**config.mk**
```make
export PLATFORM = sky130hd
export DESIGN_NAME = wdg_guard
export DESIGN_NICKNAME = d
export VERILOG_FILES = /design/src/rtl/wdg_pkg.sv /design/src/rtl/wdg_keyseq.sv /design/src/rtl/wdg_timer.sv /design/src/rtl/wdg_busmon.sv /design/src/rtl/wdg_guard.sv
export SDC_FILE = /design/constraint.sdc
export NUM_CORES = 1
export LEC_CHECK = 0
export BUFFER_PORTS_ARGS = -buffer_cell sky130_fd_sc_hd__buf_4
export CORE_ASPECT_RATIO = 0.75
export CORE_MARGIN = 1.5
export CORE_UTILIZATION = 55
export CTS_CLUSTER_SIZE = 30
export DETAILED_ROUTE_END_ITERATION = 10
export PLACE_DENSITY_LB_ADDON = 0.2
export SYNTH_ARGS = -nofsm -noshare
export SYNTH_HDL_FRONTEND = slang
export SYNTH_SLANG_ARGS = --single-unit
```
**constraint.sdc**
```tcl
create_clock -name clk -period 4.7 [get_ports clk]
set_clock_uncertainty 0.2 [all_clocks]
set_input_delay 0.47 -clock clk [delete_from_list [all_inputs] [get_ports clk]]
set_output_delay 0.47 -clock clk [all_outputs]
set_load 0.05 [all_outputs]
```
**src/rtl/wdg_pkg.sv**
```systemverilog
package wdg_pkg;

    localparam logic [1:0] ADDR_CFG  = 2'd0;
    localparam logic [1:0] ADDR_SVC  = 2'd1;
    localparam logic [1:0] ADDR_STAT = 2'd2;

    localparam logic [7:0] KEY_FIRST  = 8'h55;
    localparam logic [7:0] KEY_SECOND = 8'hAA;

    localparam logic [7:0] STAT_PIN = 8'h80;
    localparam logic [7:0] STAT_WDT = 8'h20;

    // configuration byte, MSB first
    typedef struct packed {
        logic       enable;     // bit 7
        logic       act_reset;  // bit 6
        logic       prescale;   // bit 5
        logic [1:0] tmo_sel;    // bits 4:3
        logic       bm_enable;  // bit 2
        logic [1:0] bm_sel;     // bits 1:0
    } cfg_t;

endpackage

```
**src/rtl/wdg_keyseq.sv**
```systemverilog
module wdg_keyseq
    import wdg_pkg::*;
(
    input  logic       clk,
    input  logic       rst_n,
    input  logic       clr,
    input  logic       wr_svc,
    input  logic [7:0] data,
    output logic       svc
);

    logic armed_d, armed_q;

    always_comb begin
        armed_d = armed_q;
        svc     = wr_svc && armed_q && (data == KEY_SECOND);
        if (clr) begin
            armed_d = 1'b0;
        end else if (wr_svc) begin
            // only 0x55 from idle arms; anything else drops back to idle
            armed_d = !armed_q && (data == KEY_FIRST);
        end
    end

    always_ff @(posedge clk or negedge rst_n) begin
        if (!rst_n) armed_q <= 1'b0;
        else        armed_q <= armed_d;
    end

endmodule

```
**src/rtl/wdg_timer.sv**
```systemverilog
module wdg_timer #(
    parameter int TMO_BASE = 9,
    parameter int PRE_LOG2 = 9
) (
    input  logic       clk,
    input  logic       rst_n,
    input  logic       clr,
    input  logic       enable,
    input  logic       prescale,
    input  logic [1:0] sel,
    input  logic       restart,
    input  logic       hold,
    output logic       expire
);

    localparam int CNT_W = TMO_BASE + 7;
    localparam int PRE_W = PRE_LOG2;

    typedef struct packed {
        logic [PRE_W-1:0] pre;
        logic [CNT_W-1:0] cnt;
    } tmr_t;

    tmr_t       st_d, st_q;
    logic       tick;
    logic [CNT_W-1:0] last;

    always_comb begin
        last   = (CNT_W'(1) << (TMO_BASE + 2 * int'(sel))) - CNT_W'(1);
        tick   = !prescale || (st_q.pre == '1);
        expire = enable && !hold && !restart && tick && (st_q.cnt == last);
        st_d   = st_q;
        if (clr || restart || !enable) begin
            st_d = '0;
        end else if (!hold) begin
            if (prescale) st_d.pre = st_q.pre + PRE_W'(1);
            if (tick)     st_d.cnt = expire ? '0 : st_q.cnt + CNT_W'(1);
        end
    end

    always_ff @(posedge clk or negedge rst_n) begin
        if (!rst_n) st_q <= '0;
        else        st_q <= st_d;
    end

endmodule

```
**src/rtl/wdg_busmon.sv**
```systemverilog
module wdg_busmon #(
    parameter int BM_BASE = 7
) (
    input  logic       clk,
    input  logic       rst_n,
    input  logic       clr,
    input  logic       enable,
    input  logic [1:0] sel,
    input  logic       busy,
    output logic       bus_err
);

    localparam int BW = BM_BASE + 4;

    typedef struct packed {
        logic [BW-1:0] cnt;
        logic          err;
    } bm_t;

    bm_t           st_d, st_q;
    logic [BW-1:0] limit;

    always_comb begin
        limit    = BW'(1) << (BM_BASE + 3 - int'(sel));
        st_d     = st_q;
        st_d.err = 1'b0;
        if (clr || !enable || !busy) begin
            st_d.cnt = '0;
        end else if (st_q.cnt != limit) begin
            st_d.cnt = st_q.cnt + BW'(1);
            st_d.err = (st_q.cnt == limit - BW'(1));
        end
    end

    always_ff @(posedge clk or negedge rst_n) begin
        if (!rst_n) st_q <= '0;
        else        st_q <= st_d;
    end

    assign bus_err = st_q.err;

endmodule

```
**src/rtl/wdg_guard.sv**
```systemverilog
module wdg_guard
    import wdg_pkg::*;
#(
    parameter int TMO_BASE = 9,
    parameter int PRE_LOG2 = 9,
    parameter int BM_BASE  = 7
) (
    input  logic       clk,
    input  logic       rst_n,
    input  logic       wr_en,
    input  logic       rd_en,
    input  logic [1:0] addr,
    input  logic [7:0] wr_data,
    output logic [7:0] rd_data,
    input  logic       bus_busy,
    output logic       wdt_irq,
    output logic       sys_rst_req,
    output logic       bus_err
);

    typedef struct packed {
        cfg_t       cfg;
        logic       cfg_done;
        logic       irq;
        logic       rst_req;
        logic [7:0] status;
    } top_t;

    top_t st_d, st_q;

    logic cfg_wr, wr_svc, wr_stat, svc, expire, wd_reset, restart;
    logic       cfg_lock;
    logic [7:0] cfg_val;
    logic [7:0] stat_val;

    assign cfg_wr   = wr_en && (addr == ADDR_CFG) && !st_q.cfg_done;
    assign wr_svc   = wr_en && (addr == ADDR_SVC);
    assign wr_stat  = wr_en && (addr == ADDR_STAT);
    assign restart  = svc || cfg_wr;
    assign wd_reset = expire && st_q.cfg.act_reset;

    wdg_keyseq u_keys (
        .clk    (clk),
        .rst_n  (rst_n),
        .clr    (wd_reset),
        .wr_svc (wr_svc),
        .data   (wr_data),
        .svc    (svc)
    );

    wdg_timer #(.TMO_BASE(TMO_BASE), .PRE_LOG2(PRE_LOG2)) u_timer (
        .clk      (clk),
        .rst_n    (rst_n),
        .clr      (wd_reset),
        .enable   (st_q.cfg.enable),
        .prescale (st_q.cfg.prescale),
        .sel      (st_q.cfg.tmo_sel),
        .restart  (restart),
        .hold     (st_q.irq),
        .expire   (expire)
    );

    wdg_busmon #(.BM_BASE(BM_BASE)) u_bmon (
        .clk     (clk),
        .rst_n   (rst_n),
        .clr     (wd_reset),
        .enable  (st_q.cfg.bm_enable),
        .sel     (st_q.cfg.bm_sel),
        .busy    (bus_busy),
        .bus_err (bus_err)
    );

    always_comb begin
        st_d         = st_q;
        st_d.rst_req = 1'b0;
        if (wr_stat) st_d.status = 8'h00;
        if (cfg_wr) begin
            st_d.cfg      = cfg_t'(wr_data);
            st_d.cfg_done = 1'b1;
        end
        if (svc)                               st_d.irq = 1'b0;
        else if (expire && !st_q.cfg.act_reset) st_d.irq = 1'b1;
        if (wd_reset) begin
            st_d.cfg      = '0;
            st_d.cfg_done = 1'b0;
            st_d.irq      = 1'b0;
            st_d.rst_req  = 1'b1;
            st_d.status   = STAT_WDT;
        end
    end

    always_ff @(posedge clk or negedge rst_n) begin
        if (!rst_n) begin
            st_q        <= '0;
            st_q.status <= STAT_PIN;
        end else begin
            st_q <= st_d;
        end
    end

    always_comb begin
        rd_data = 8'h00;
        if (rd_en) begin
            case (addr)
                ADDR_CFG:  rd_data = st_q.cfg;
                ADDR_STAT: rd_data = st_q.status;
                default:   rd_data = 8'h00;
            endcase
        end
    end

    assign wdt_irq     = st_q.irq;
    assign sys_rst_req = st_q.rst_req;
    assign cfg_lock    = st_q.cfg_done;
    assign cfg_val     = st_q.cfg;
    assign stat_val    = st_q.status;

endmodule

```
Word-level counts from Yosys, hierarchy flattened:

Cells that the tools add are included.

* register bits after elaboration: 57
* bits of input ports: 15

* add/subtract/negate cells: 7
* equality and inequality tests: 9
* shift-type cells: 2
* muxes and demuxes: 17
* reductions and logical operators: 38

Operators with widths (number)
* two-way mux 25 bit: 2
* two-way mux 16 bit: 2
* left shift 1 x 32 -> 11 bit (first input constant): 1
* left shift 1 x 32 -> 16 bit (first input constant): 1
* two-way mux 19 bit: 1
* two-way mux 9 bit: 2
* adder 16 x 1 -> 16 bit (second input constant): 1
* equality test 16 bit: 1
* two-way mux 8 bit: 2
* case mux 8 bit (2 select lines): 1
* subtractor 16 x 2 -> 16 bit (second input constant): 1
* logical AND 1 bit: 13
* two-way mux 12 bit: 1
* nonzero test 2 bit: 6
* adder 11 x 1 -> 11 bit (second input constant): 1
* equality test 11 bit: 1
* two-way mux 11 bit: 1
* != test 11 bit: 1
* subtractor 11 x 1 -> 11 bit (second input constant): 1
* adder 9 x 1 -> 9 bit (second input constant): 1
* equality test 9 bit (second input constant): 1
* logical NOT 1 bit: 9
* equality test 8 x 7 -> 1 bit (second input constant): 1
* equality test 8 bit (second input constant): 1
* other kinds (10): 20

Longest topological paths before layout:

Gate-level depths: netlist of the first run.

* depth in word-level cells: 14
* mapped depth: 11

Modules after synthesis:

A second synthesis of the first run with hierarchy kept.

* cell total of the unflattened synthesis: 305
* area, all modules: 3012.9 um^2

By module, submodules not included
* wdg_timer: instances 1, cells an instance 144, area each 1393.8 um^2
* wdg_busmon: instances 1, cells an instance 84, area each 784.5 um^2
* wdg_guard: instances 1, cells an instance 68, area each 735.7 um^2
* wdg_keyseq: instances 1, cells an instance 9, area each 98.8 um^2

Least setup slack after synthesis of the first run:

Ideal clock, no wire load.

* kind: register to register
* from: reg st_q (netlist bit cfg_val[4])
* to: reg u_bmon.st_q[1] in the netlist's numbering
* setup time: 0.119 ns
* data arrival time: 2.200 ns
* data required time: 4.381 ns
* slack: 2.181 ns
* cell stages (with the launch flop): 9
* buffers on the path: 1
* period minus slack after synthesis: 2.519 ns
* path through: dfrtp_1 -> or2_2 -> ha_1 -> xnor2_1 -> nor3_1 -> o2111ai_2 -> o311ai_2 -> buf_6 -> nor2_2

* cells in the longest elaborated chain, start to end: 9

RTL lines
* start: declaration: line wdg_guard.sv:29 `top_t st_d, st_q;`
* start signal: assignment: line wdg_guard.sv:97 `st_q <= st_d;`
* adder 4 x 3 -> 5 bit (*): line wdg_timer.sv:29 `last = (CNT_W'(1) << (TMO_BASE + 2 * int'(sel))) - CNT_W'(1);`
* left shift 1 x 32 -> 16 bit (*): line wdg_timer.sv:29
* subtractor 16 x 2 -> 16 bit (*): line wdg_timer.sv:29
* equality test 16 bit (*): line wdg_timer.sv:31 `expire = enable && !hold && !restart && tick && (st_q.cnt == last);`
* logical AND 1 bit (*): line wdg_timer.sv:31
* logical AND 1 bit (*): line wdg_guard.sv:40 `assign wd_reset = expire && st_q.cfg.act_reset;`
* logical OR 1 bit (*) (2 in series): line wdg_busmon.sv:27 `if (clr || !enable || !busy) begin`
* two-way mux 11 bit or nonzero test 2 bit (tied branches)
* end signal: assignment: line wdg_busmon.sv:37 `else st_q <= st_d;`
* end: declaration: line wdg_busmon.sv:20 `bm_t st_d, st_q;`

Mark *: on every way between the ends. The rest lies on a longest branch, timed or not.
A chain may end at the register's enable or synchronous reset.

==> run_results.csv, run 1 <==
group,metric,value,unit
status,status,"finished with violations",
status,violations,"negative hold slack",
drt,first_iter_violations,271,
synth,synth_warnings,0,
critical_path,cp.required,4.68,ns
clocking,cts_resized,0,
clocking,cts_tree,"done",
cells_and_area,ff_latch_area,1280,sq um
drt,dr.pass1.iters,4,
sta,fin_ws,1.56,ns
grt,grt_overflow,0,
cells_and_area,diodes,0,
drt,via_per_inst,5.83,
synth,synth.area.top_cells,"dfrtp_1 42%, xor2_1 5.6%, nor2_1 4.8%, nand2_1 4.7%, ha_1 2.9%",
critical_path,crit_path_end_kind,"register",
placement,postPlaceCellArea,3190,sq um
cells_and_area,fillers,433,
floorplan,pin_count,26,
hold_path,hp-class,"in2async",
cells_and_area,area_growth,10.0,%
sta,final.setup.tns,0,ns
synth,synth_most_common_cell,"dfrtp_1",
floorplan,fp-row-count,22,
grt,grtUsageTotal,0.240,
synth,yosysTopAreaCellShare,0.420,
power_and_ir_drop,power_density,289,nW/um^2
placement,place_congestion,0.875,
placement,dp_cells,403,
sta,fin_hold_ws,-0.0205,ns
clocking,cts.sinks,51,
clocking,h-tree-depth,2,
grt,antenna_found_initial,0,
critical_path,ff2ff_setup_slack,1.56,ns
synth,synthTopCellsByCount,"50 x dfrtp_1, 38 x nor2_1, 37 x nand2_1",
clocking,worst_skew_pair.late_latency,0.29,ns
critical_path,critPathKind,"reg2reg",
critical_path,reg2reg_depth,8,
sta,fmaxAchievable,319,MHz
drt,post_drt_wl_per_cell,15.6,microns
synth,synthCells,319,
grt,grt_pass1_vias,2242,
synth,synth_seq_area_share,0.429,
synth,syn_area,2980,sq um
clocking,clk_pin_slew,0.09,ns
floorplan,core_area,5060,sq um
cells_and_area,fin_nets,360,
cells_and_area,drive_above_1_share,0.178,
grt,grt_pass1_wl,10800,microns
sta,max_slew_margin,0.259,
grt,grt_max_degree,52,
cells_and_area,multi_input_area,1610,sq um
drt,ant_nets,0,
critical_path,cp-start-kind,"register",
run,cap_violations,0,
floorplan,initial_utilization,0.588,
clocking,holdBufCountCts,0,
floorplan,die_y,66.8,microns
synth,ys_ff_latch,51,
placement,pre_cts_slack,1.58,ns
clocking,cts_buffers,5,
cells_and_area,design_area,3280,sq um
drt,drc,0,
power_and_ir_drop,p_leak,1.36,nW
sta,post-route-min-period,3.14,ns
drt,drt-total-wl,6380,microns
drt,via_count,2389,
critical_path,arrival,3.12,ns
synth,synth_nets,341,
power_and_ir_drop,peakVddDrop,0.136,mV
synth,async_flop_share,1.00,
placement,io_buffer_count,25,
clocking,post-cts-setup-buffers,0,
clocking,clockRootBuffer,"clkbuf_8",
sta,fin_crit_sh,0.668,
sta,final_max_slew_viol_count,0,
sta,hold_violations,8,
floorplan,die_area,5870,sq um
sta,rsz0062_at_grt,"false",
placement,post-dp-hpwl,4740,microns
floorplan,fp.dieW,88,microns
synth,ys_types,56,
clocking,clockBufferDepth,2,
synth,syn_area_per_cell,9.34,sq um
synth,synthFlopType,"dfrtp_1",
critical_path,crit_fanout,12,
synth,yosysTopAreaCell,"dfrtp_1",
synth,synth_edf_count,0,
sta,setup_violations,0,
sta,worst_pin_slew,1.10,ns
cells_and_area,stdcell_count,410,
-- state kept, by name, indices dropped and copies added (netlist names) --
register        cells
u_timer.st_q       25
u_bmon.st_q        11
cfg_val             8
stat_val            2
cfg_lock            1
sys_rst_req         1
u_bmon.bus_err      1
u_keys.armed_q      1
wdt_irq             1
-- per-stage QoR --
step | total power, mW | hold slack, ns | utilization
6_report | 0.949 | -0.0205 | 0.647
5_1_grt | 1.00 | 0.0371 | 0.647
4_1_cts | 0.959 | 0.0164 | 0.647
3_5_place_dp | 0.706 | 0.244 | 0.630
3_3_place_gp | 0.699 | 0.236 | 0.630
2_1_floorplan | 0.650 | -0.0256 | -
-- metal layers --
layer	global-route usage	wire length, microns
met2	0.350	2720
met4	0.0595	49
met3	0.0483	384
met5	0	0
met1	0.362	3230
-- worst max-delay path, cell delays in order (launching register included) --
cell and delay [ns]:
dfrtp_1 0.46, or2_2 0.31, ha_1 0.31, xnor2_1 0.13, nor3_1 0.42, o2111ai_2 0.48
o311ai_2 0.36, buf_4 0.28, nor4b_1 0.08
-- cell type report --
type,count,share of cell area
Tap cell,72,0.0275
Sequential cell,51,0.390
Multi-Input combinational cell,250,0.492
Timing Repair Buffer,26,0.0595
Clock inverter,1,0.00153
Clock buffer,6,0.0252
Inverter,4,0.00458
-- final timing paths --
kind                                   from               end
max in group asynchronous             rst_n  u_timer.st_q[18]
min in group clk                 wr_data[1]        cfg_val[1]
worst min register to register  stat_val[7]       stat_val[7]
worst max-delay path             cfg_val[3]    u_bmon.bus_err
worst max register to register   cfg_val[3]    u_bmon.bus_err
worst min-delay path                  rst_n   u_timer.st_q[2]
-- where the power goes --
group          switching [mW]  internal (mW)
Clock                   0.135          0.116
Sequential             0.0319          0.461
Combinational           0.128         0.0774
-- logic make-up (layout without fill, tap and decap cells) --
kind of cell / Yosys count / in the layout / share of synthesized area
buffers and inverters: 18 / 37 / 0.0319
AND/OR/NAND/NOR: 166 / 166 / 0.301
adder cells (fa/ha/maj): 7 / 7 / 0.0294
AO/OA/AOI/OAI: 43 / 43 / 0.107
flip-flops: 51 / 51 / 0.429
multiplexers: 5 / 5 / 0.0168
XOR/XNOR: 29 / 29 / 0.0852
-- cell usage in the layout (no fill, tap or decap), types with 7 or more instances in the layout --
master,Yosys,routed
dfrtp_1,50,50
a21oi_1,11,11
nand2_1,37,37
xor2_1,19,19
buf_4,1,26
nand3_1,14,14
nor2_2,9,9
nand2b_1,7,7
xnor2_1,10,10
ha_1,7,7
nor2_1,38,38
o21ai_0,7,7
nand4_1,7,7
nor3_1,8,8
Power figures use the tool's default switching activity.
==> inputs of run 2 (changes only) <==
--- a/config.mk
+++ b/config.mk
@@ -5,10 +5,11 @@
 export SDC_FILE = /design/constraint.sdc
 export NUM_CORES = 1
 export LEC_CHECK = 0
+export ABC_AREA = 1
 export BUFFER_PORTS_ARGS = -buffer_cell sky130_fd_sc_hd__buf_4
 export CORE_ASPECT_RATIO = 0.75
 export CORE_MARGIN = 1.5
-export CORE_UTILIZATION = 55
+export CORE_UTILIZATION = 54
 export CTS_CLUSTER_SIZE = 30
 export DETAILED_ROUTE_END_ITERATION = 10
 export PLACE_DENSITY_LB_ADDON = 0.2
==> constraint.sdc (replaced) <==
create_clock -name clk -period 2.7 [get_ports clk]
set_clock_uncertainty 0.2 [all_clocks]
set_input_delay 0.27 -clock clk [delete_from_list [all_inputs] [get_ports clk]]
set_output_delay 0.27 -clock clk [all_outputs]
set_load 0.05 [all_outputs]
==> run_results.csv, run 2 <==
group,metric,value,unit
grt,grt_pass1_wl,11200,microns
clocking,cts.sinks,51,
sta,hold_violations,0,
clocking,clk_pin_slew,0.10,ns
floorplan,core_area,5380,sq um
critical_path,slowest_delay,0.40,ns
floorplan,fp-row-count,23,
drt,via_per_inst,5.29,
clocking,h-tree-depth,2,
cells_and_area,fin_nets,468,
synth,synthFlopType,"dfrtp_1",
critical_path,crit_fanout,6,
grt,antenna_found_initial,0,
sta,final_max_slew_viol_count,0,
sta,rsz0062_at_grt,"true",
placement,postPlaceCellArea,3320,sq um
power_and_ir_drop,p_leak,1.66,nW
synth,synth_warnings,0,
sta,fin_hold_ws,0.0213,ns
grt,grtUsageMet2,0.359,
synth,synth_most_common_cell,"nand2_1",
placement,pre_cts_slack,0.0814,ns
grt,grt_overflow,0,
drt,ant_nets,0,
synth,ys_types,28,
critical_path,cp-start-kind,"register",
grt,grt_pass1_vias,2495,
sta,setup_violations,0,
critical_path,worst-path-buf-inv,4,
power_and_ir_drop,power_density,564,nW/um^2
critical_path,arrival,2.64,ns
grt,busiest_layer,"met2",
sta,fin_crit_sh,0.977,
grt,use_met3,0.0389,
critical_path,cp_top_family,"simple AND/OR/NAND/NOR gates",
synth,synth.area.top_cells,"dfrtp_1 41%, nand2_1 12%, nand3_1 6.6%, inv_1 6.5%, nor2_1 6.4%",
clocking,worst_skew_pair.late_latency,0.31,ns
sta,post-route-min-period,2.64,ns
drt,dr.pass1.iters,4,
status,status,"finished, final reports clean",
drt,post_drt_wl_per_cell,13.5,microns
clocking,clockRootBuffer,"clkbuf_8",
cells_and_area,drive_above_1_share,0.141,
floorplan,fp.dieW,89.8,microns
synth,synth_edf_count,0,
sta,max_slew_margin,0.572,
cells_and_area,regMostFlops,"u_timer.st_q",
synth,ys_ff_latch,51,
synth,synth_seq_area_share,0.419,
power_and_ir_drop,peakVddDrop,0.264,mV
placement,io_buffer_count,25,
run,cap_violations,0,
cells_and_area,layout_commonest_cell,"nand2_1",
synth,yosysTopAreaCell,"dfrtp_1",
critical_path,cp.required,2.70,ns
grt,grt_max_degree,52,
clocking,clockBufferDepth,2,
synth,syn_area,3050,sq um
grt,grtUsageTotal,0.230,
drt,via_count,2759,
cells_and_area,area_growth,18.5,%
clocking,cts_buffers,5,
sta,worst_pin_slew,0.642,ns
critical_path,critPathKind,"reg2reg",
cells_and_area,utilization,0.672,
drt,drc,0,
critical_path,path_cells,"ha_2 -> nand3_2 -> nor3b_2 -> and3_1 -> ha_2 -> inv_2 -> a21oi_4 -> inv_2 -> nor2_1 -> nand2_1 -> nor2_4 -> nand3_4 -> clkbuf_16 -> nand3b_1 -> inv_1",
placement,post-dp-hpwl,4810,microns
critical_path,slowest_stage,"dfrtp_1",
sta,fmaxAchievable,379,MHz
synth,async_flop_share,1.00,
synth,syn_area_per_cell,7.40,sq um
placement,place_congestion,0.891,
critical_path,crit_path_end_kind,"register",
clocking,cts_tree,"done",
cells_and_area,design_area,3610,sq um
hold_path,hp-class,"in2reg",
cells_and_area,diodes,0,
grt,grt_util_met1,0.329,
cells_and_area,largest_reg_flops,25,
sta,fin_ws,0.0621,ns
drt,drt-total-wl,7070,microns
synth,synth_nets,434,
cells_and_area,mostFrequentLayoutCells,"96 x nand2_1, 52 x inv_1, 52 x nor2_1",
synth,yosysTopAreaCellShare,0.410,
floorplan,pin_count,26,
drt,first_iter_violations,206,
floorplan,die_y,68.1,microns
floorplan,initial_utilization,0.567,
synth,synthCells,412,
cells_and_area,fillers,474,
floorplan,die_area,6110,sq um
synth,synthTopCellsByCount,"97 x nand2_1, 53 x inv_1, 52 x nor2_1",
-- run 2: timing repair --
| item | in CTS | in global routing |
|---|---|---|
| hold buffers | 3 | 0 |
| resized for setup | 0 | 23 |
| setup endpoints to repair | 0 | 50 |
| buffers inserted | 0 | 1 |
| endpoints found under the hold margin | 52 | 0 |
-- run 2: cells by family after synthesis --
family,synth area share
AO/OA/AOI/OAI,0.0661
XOR/XNOR,0.0632
adder cells (fa/ha/maj),0.0287
buffers and inverters,0.0808
flip-flops,0.419
AND/OR/NAND/NOR,0.342
-- run 2: report_power, final --
group	switching, mW	internal (mW)
sequential	0.0991	0.821
clock	0.255	0.370
combinational	0.307	0.184
total	0.662	1.38
-- run 2: layout make-up --
class / instances / area [sq um] / share of cell area
repair buffers: 34 / 288 / 0.0796
flip-flops and latches: 51 / 1280 / 0.353
clock inverters: 2 / 60.1 / 0.0166
multi-input cells: 300 / 1620 / 0.448
inverters: 54 / 203 / 0.0561
well taps: 75 / 93.8 / 0.0260
clock buffers: 6 / 72.6 / 0.0201
-- run 2: tightest hold or removal path, stage by stage --
cell	delay, ns
buf_4	0.10
nand2_1	0.06
nand2_1	0.06
-- run 2: through the flow --
| stage | std cells | TNS [ns] | power (mW) |
|---|---|---|---|
| after floorplan | 412 | 0 | 1.25 |
| after global placement | 508 | 0 | 1.36 |
| after detailed placement | 508 | 0 | 1.36 |
| after CTS | 519 | 0 | 1.99 |
| after global routing | 522 | -2.18 | 2.15 |
| final | 522 | 0 | 2.04 |
-- run 2: metal layers --
layer / wire length, microns / part of all wire
met1: 3510 / 0.50
met2: 3160 / 0.45
met3: 340 / 0.048
met4: 63 / 0.0089
met5: 0 / 0
-- run 2: worst paths after layout --
path                                   from               end  slack [ns]  depth (start not counted)
hold / removal                   wr_data[5]        cfg_val[5]        0.02                          3
min in group asynchronous             rst_n  u_timer.st_q[19]        0.34                          2
setup / recovery           u_timer.st_q[16]    u_keys.armed_q        0.06                         15
hold reg to reg                 stat_val[7]       stat_val[7]        0.29                          2
setup reg to reg           u_timer.st_q[16]    u_keys.armed_q        0.06                         15
max in group asynchronous             rst_n          cfg_lock        1.53                          2
